===== src/rtl/cas_pkg.sv =====
package cas_pkg;

    localparam int PORT_BYTE_W = 8;
    localparam int MOTOR_POS   = 5;
    localparam int BUTTON_POS  = 4;

    typedef logic [PORT_BYTE_W-1:0] port_byte_t;

    // Write request already decoded against the port address
    typedef struct packed {
        logic       hit;
        port_byte_t data;
    } port_wr_t;

    // Observable tape events produced by the replay path
    typedef struct packed {
        logic level;
        logic flag;
        logic strobe;
    } tape_ev_t;

    function automatic port_byte_t splice_port(port_byte_t ram, logic motor, logic button);
        port_byte_t r;
        r             = ram;
        r[MOTOR_POS]  = motor;
        r[BUTTON_POS] = button;
        return r;
    endfunction

endpackage


===== src/rtl/cas_motor_latch.sv =====
module cas_motor_latch
    import cas_pkg::*;
(
    input  logic     clk,
    input  logic     rst,
    input  port_wr_t wr,
    output logic     motor_off
);

    logic motor_q;

    always_ff @(posedge clk) begin
        if (rst) begin
            motor_q <= 1'b1;
        end else if (wr.hit) begin
            motor_q <= wr.data[MOTOR_POS];
        end
    end

    assign motor_off = motor_q;

    // a decoded write loads the motor bit from the data byte
    a_r2_write_loads: assert property (@(posedge clk) disable iff (rst)
        wr.hit |=> (motor_q == $past(wr.data[MOTOR_POS])));

    // without a decoded write the motor bit holds
    a_r2_hold: assert property (@(posedge clk) disable iff (rst)
        !wr.hit |=> $stable(motor_q));

endmodule


===== src/rtl/cas_port_read.sv =====
module cas_port_read
    import cas_pkg::*;
(
    input  logic       port_sel,
    input  port_byte_t ram_byte,
    input  logic       motor_off,
    input  logic       button_n,
    output port_byte_t rd_byte
);

    always_comb begin
        if (port_sel) begin
            rd_byte = splice_port(ram_byte, motor_off, button_n);
        end else begin
            rd_byte = ram_byte;
        end
    end

endmodule


===== src/rtl/cas_pulse_timer.sv =====
module cas_pulse_timer #(
    parameter int CNT_W = 16
) (
    input  logic             clk,
    input  logic             rst,
    input  logic             motor_off,
    input  logic [CNT_W-1:0] pulse_len,
    output logic             level,
    output logic             load_strobe
);

    logic [CNT_W-1:0] cnt_q;
    logic [CNT_W-1:0] held_q;
    logic             strobe_q;
    logic             at_zero;
    logic [CNT_W-1:0] half_len;

    assign at_zero  = (cnt_q == '0);
    assign half_len = held_q >> 1;

    always_ff @(posedge clk) begin
        if (rst) begin
            cnt_q    <= '0;
            held_q   <= '0;
            strobe_q <= 1'b0;
        end else begin
            strobe_q <= at_zero;
            if (at_zero) begin
                cnt_q  <= pulse_len;
                held_q <= pulse_len;
            end else if (!motor_off) begin
                cnt_q <= cnt_q - CNT_W'(1);
            end
        end
    end

    assign level       = !at_zero && (cnt_q <= half_len);
    assign load_strobe = strobe_q;

    // a zero count reloads from the supplied length and strobes next cycle
    a_r6_reload: assert property (@(posedge clk) disable iff (rst)
        at_zero |=> ((cnt_q == $past(pulse_len)) && load_strobe));

    // the count freezes while the motor is stopped
    a_r7_freeze: assert property (@(posedge clk) disable iff (rst)
        (motor_off && !at_zero) |=> $stable(cnt_q));

    // the count steps down by one while the motor runs
    a_r7_step: assert property (@(posedge clk) disable iff (rst)
        (!motor_off && !at_zero) |=> (cnt_q == $past(cnt_q) - CNT_W'(1)));

endmodule


===== src/rtl/cas_edge_flag.sv =====
module cas_edge_flag (
    input  logic clk,
    input  logic rst,
    input  logic level,
    output logic flag
);

    logic prev_q;

    always_ff @(posedge clk) begin
        if (rst) begin
            prev_q <= 1'b0;
        end else begin
            prev_q <= level;
        end
    end

    assign flag = level & ~prev_q;

    // the flag never stays high for two cycles in a row
    a_r9_single: assert property (@(posedge clk) disable iff (rst)
        flag |=> !flag);

endmodule


===== src/rtl/cas_tape_port.sv =====
module cas_tape_port
    import cas_pkg::*;
#(
    parameter int ADDR_W    = 16,
    parameter int CNT_W     = 16,
    parameter int PORT_ADDR = 1
) (
    input  logic              clk,
    input  logic              rst,
    input  logic [ADDR_W-1:0] bus_addr,
    input  logic              bus_we,
    input  logic [7:0]        bus_wdata,
    input  logic [7:0]        ram_rdata,
    input  logic              cas_button_n,
    output logic [7:0]        bus_rdata,
    output logic              motor_off,
    input  logic [CNT_W-1:0]  pulse_len,
    output logic              load_strobe,
    output logic              tape_level,
    output logic              tape_flag
);

    localparam logic [ADDR_W-1:0] PORT_A = ADDR_W'(PORT_ADDR);

    logic     port_sel;
    port_wr_t wr;
    tape_ev_t ev;

    assign port_sel = (bus_addr == PORT_A);
    assign wr.hit   = port_sel && bus_we;
    assign wr.data  = bus_wdata;

    cas_motor_latch u_latch (
        .clk       (clk),
        .rst       (rst),
        .wr        (wr),
        .motor_off (motor_off)
    );

    cas_port_read u_read (
        .port_sel  (port_sel),
        .ram_byte  (ram_rdata),
        .motor_off (motor_off),
        .button_n  (cas_button_n),
        .rd_byte   (bus_rdata)
    );

    cas_pulse_timer #(.CNT_W(CNT_W)) u_timer (
        .clk         (clk),
        .rst         (rst),
        .motor_off   (motor_off),
        .pulse_len   (pulse_len),
        .level       (ev.level),
        .load_strobe (ev.strobe)
    );

    cas_edge_flag u_edge (
        .clk   (clk),
        .rst   (rst),
        .level (ev.level),
        .flag  (ev.flag)
    );

    assign tape_level  = ev.level;
    assign tape_flag   = ev.flag;
    assign load_strobe = ev.strobe;

    // the read path at the port address carries motor and button bits
    a_r3_splice: assert property (@(posedge clk) disable iff (rst)
        port_sel |-> ((bus_rdata[5] == motor_off) && (bus_rdata[4] == cas_button_n)));

endmodule


===== config.mk =====
export PLATFORM = sky130hd
export DESIGN_NAME = cas_tape_port
export DESIGN_NICKNAME = d
export VERILOG_FILES = /design/src/rtl/cas_pkg.sv /design/src/rtl/cas_motor_latch.sv /design/src/rtl/cas_port_read.sv /design/src/rtl/cas_pulse_timer.sv /design/src/rtl/cas_edge_flag.sv /design/src/rtl/cas_tape_port.sv
export SDC_FILE = /design/constraint.sdc
export NUM_CORES = 1
export LEC_CHECK = 0
export ABC_AREA = 1
export BUFFER_PORTS_ARGS = -buffer_cell sky130_fd_sc_hd__buf_2
export CORE_MARGIN = 3
export CORE_UTILIZATION = 53
export CTS_CLUSTER_SIZE = 30
export DETAILED_ROUTE_END_ITERATION = 16
export GPL_TIMING_DRIVEN = 1
export PLACE_DENSITY = 0.81
export SLEW_MARGIN = 20
export SYNTH_ARGS = -nofsm -noshare
export SYNTH_HDL_FRONTEND = slang
export SYNTH_HIERARCHICAL = 1
export SYNTH_SLANG_ARGS = --single-unit

===== constraint.sdc =====
create_clock -name clk -period 1.9 [get_ports clk]
set_input_delay 0.285 -clock clk [delete_from_list [all_inputs] [get_ports clk]]
set_output_delay 0.285 -clock clk [all_outputs]
set_load 0.01 [all_outputs]

==> metrics <==
Syn Inst Count=353; synthesized-area fraction occupied by adder cells=8.630%; worst reg2reg path endpoint=u_timer/cnt_q[3]; simple-gate share of the synthesized area=35.06%; register area share after synthesis=roughly 29%; Synth Net Count=421; Leak=1.449 nW; DP HPWL=4365 um; final wirelength=6135 um; H-tree depth=2; VDD IR-drop max=a little over 0.001 V; hold path cells=3; Final Hold Fails=0; routed vias=~2400; Design Power=4.680 mW; compound-gate portion of the synthesized area=11.76%; drt first pass iters=5; status=finished, violations left; crit path DAT=roughly 1.8 ns; HP Class=input pin to flop; Post-Synth XOR/XNOR Area=2.265%; pin count of the biggest net entering global routing=23; Syn Std Cell Area=2320 um^2; PD cells=1601 nW/um^2; share of layout cells above drive strength 1=32.77%; CP max stage delay=0.33 ns; CTS hold repair buffers=0; CP Buf/Inv Count=3; most frequent cells after synthesis=nand2_1 (91), nor2_1 (54), inv_1 (47); post-synthesis sequential element count=34; Core Rows=23; most common flop cell mapped by yosys=dfxtp_1; Top Ports=64; Core Util, Final=71.06%; die area=5206 um^2; synth unique cells=29; hold_sp=bus_wdata[5]; CP startpoint kind=flop; slack of the critical path=-0.2270 ns; # clock sinks=34; Max Clk Rate=0.4702 GHz; violated checks=setup timing; Setup TNS=-0.4271 ns; CP max stage cell=dfxtp_2; critical setup path kind=flop to output port; global routing usage on met3=under 10%; Skew-Pair Late Insertion Delay=approximately 0.29 ns; Setup WS pre-CTS=-0.04927 ns; FF-to-FF path depth=9; Die Width=72.16 um; Iteration-0 DRC Markers=224; M1 GR Usage=between 30 and 40%; CTS clock-pin slew for the worst setup and hold paths=approximately 0.070 ns; first-pass GRT wire length=10490 um; Rel. slew slack=69.01%; Area Overhead vs Synth=26.05%; Synth area leader=dfxtp_1; total track usage=25.48%; crit-path cells=inv_1 -> ha_1 -> nand4_1 -> a21oi_1 -> nor2_1 -> nand2_1 -> a21oi_2 -> inv_1 -> nor2_1 -> buf_2; Final period util=111.9%; Max Buffers Root-to-Sink=2; Final setup viols=2; synth top area cells=dfxtp_1 (29%), nand2_1 (15%), nor2_1 (8.7%), ha_1 (8.6%), inv_1 (7.6%); Worst Path Required=1.62 ns; CTS Buf Count=5; RSZ-0062 raised after global routing=yes; Root Buffer Master=clkbuf_8; CP endpoint kind=output port; Max-Cap Viols=0; busiest metal layer after global routing=met2; met2 Use GR=about 45%; number of synthesis warnings=6; asr flop ratio synth=0%; Worst-Margin Slew=~0.46 ns; die height=72.16 um; r2r startpoint=u_timer/cnt_q[0]; Core ar.=4115 um^2; post-layout min period=2.127 ns; vias per std cell=5.299; largest family of logic cells by synthesized area=simple AND/OR/NAND/NOR gates; Initial Util=a little under three fifths; FF-to-FF setup slack=0.20 ns; Hold WS=0.2247 ns; skew final=0.004601 ns; antenna cell count=0; cell with the most instances after synthesis=nand2_1; global placement routability congestion=0.8970; PortBufs=44; DRC Markers=0; Worst Hold Path EP=u_latch/motor_off; crit-path max FO=2; total gr overflow=0; WL/cell=13.28 um; Final #Nets=479; max-slew violation count=0; number of enable flip-flop cells after synthesis=0; Synth top area share=29.34%; number of global-route vias before repair=2407; crit-path leading delay family=simple AND/OR/NAND/NOR gates; TritonCTS clock tree=done; initial antenna violation count=0; post-synthesis mux area share=0%; Routed Antenna Nets=0; syn_area_per_cell=6.571 um^2
repair_timing:
action	CTS	global route
buffers inserted	1	0
pin swaps	13	5
gates resized for setup	34	11
endpoints found under the setup margin	2	2
per-layer routing:
metal,up-vias,wire (um),part of all wire (%)
li1,1221,-,-
met1,1124,2563,42
met2,88,3123,51
met3,15,341,5.6
met4,0,107,1.7
met5,-,0,0
metrics by stage:
| stage | std cells | area [um^2] |
|---|---|---|
| floorplan | 353 | 2320 |
| global route | 462 | 2924 |
| detailed placement | 453 | 2640 |
| finish | 462 | 2924 |
| global placement | 453 | 2640 |
| CTS | 462 | 2898 |
worst max-delay path by stage:
| stage | start | end | slack, ns | cells past startpoint |
|---|---|---|---|---|
| global route | u_timer/held_q[3] | tape_flag | -0.33 | 14 |
| CTS | u_timer/held_q[10] | tape_flag | -0.23 | 12 |
| detailed placement | u_timer/held_q[10] | tape_flag | -0.05 | 12 |
| finish | u_timer/held_q[13] | tape_flag | -0.23 | 10 |
| floorplan | u_timer/cnt_q[11] | tape_flag | 0.03 | 10 |
| global placement | u_timer/held_q[10] | tape_flag | -0.01 | 12 |
cell type report:
cell class	instances	area (um^2)
repair buffers	65	377.9
fillers	343	1191
clock inverters	1	5.005
multi-input cells	255	1505
clock buffers	7	86.33
flip-flops and latches	34	699.4
well taps	50	62.56
inverters	50	187.7
layout by cell type, fill, tap and decap left out:
cell type,synthesis,final
nand2_1,91,90
nor2_1,54,51
buf_2,0,44
inv_1,47,38
a21oi_1,30,27
buf_4,6,21
dfxtp_1,34,21
dfxtp_2,0,12
inv_2,2,11
o21ai_1,9,10
ha_4,0,10
o21ai_0,10,9
nand3_1,10,8
nor2_2,5,7
nand4_1,7,7
clkbuf_8,0,6
ha_1,16,6
nand3_2,3,5
nand2_2,4,4
xor2_1,4,4
nand2_4,2,3
a21oi_2,0,3
nor2_4,2,3
xnor2_1,2,2
clkinv_2,0,1
clkbuf_1,2,1
o21bai_1,1,1
o21a_1,1,1
nor3_4,1,1
nor3_2,1,1
nand3_4,1,1
clkinv_1,1,1
a211oi_2,1,1
dfxtp_4,0,1
worst register-to-register path: cells and delay by family, from the launching register on:
family / cells / cell delay, ns
buf+inv: 2 / 0.21
simple gates: 6 / 0.80
flops: 1 / 0.32
fa+ha+maj: 1 / 0.26
cell families (layout without fill, tap and decap cells):
group | count (synthesis) | after routing
AOI/OAI and AO/OA | 52 | 52
xor gates and xnor gates | 6 | 6
adders and majority gates | 16 | 16
buffers and inverters | 64 | 123
DFF | 34 | 34
and+or+nand+nor | 181 | 181
registers in the layout, summed over array words and instances (netlist names):
register and cells:
u_timer/held_q 15, u_latch/motor_off 1, u_edge/prev_q 1, u_timer/load_strobe 1, u_timer/cnt_q 16
power by group:
| group | internal, mW | switching (mW) | leakage [nW] |
|---|---|---|---|
| logic | 1.21 | 1.92 | 1.12 |
| clock network | 0.292 | 0.266 | 0.0482 |
| registers | 0.880 | 0.113 | 0.284 |
(Power assumes the default switching activity.)
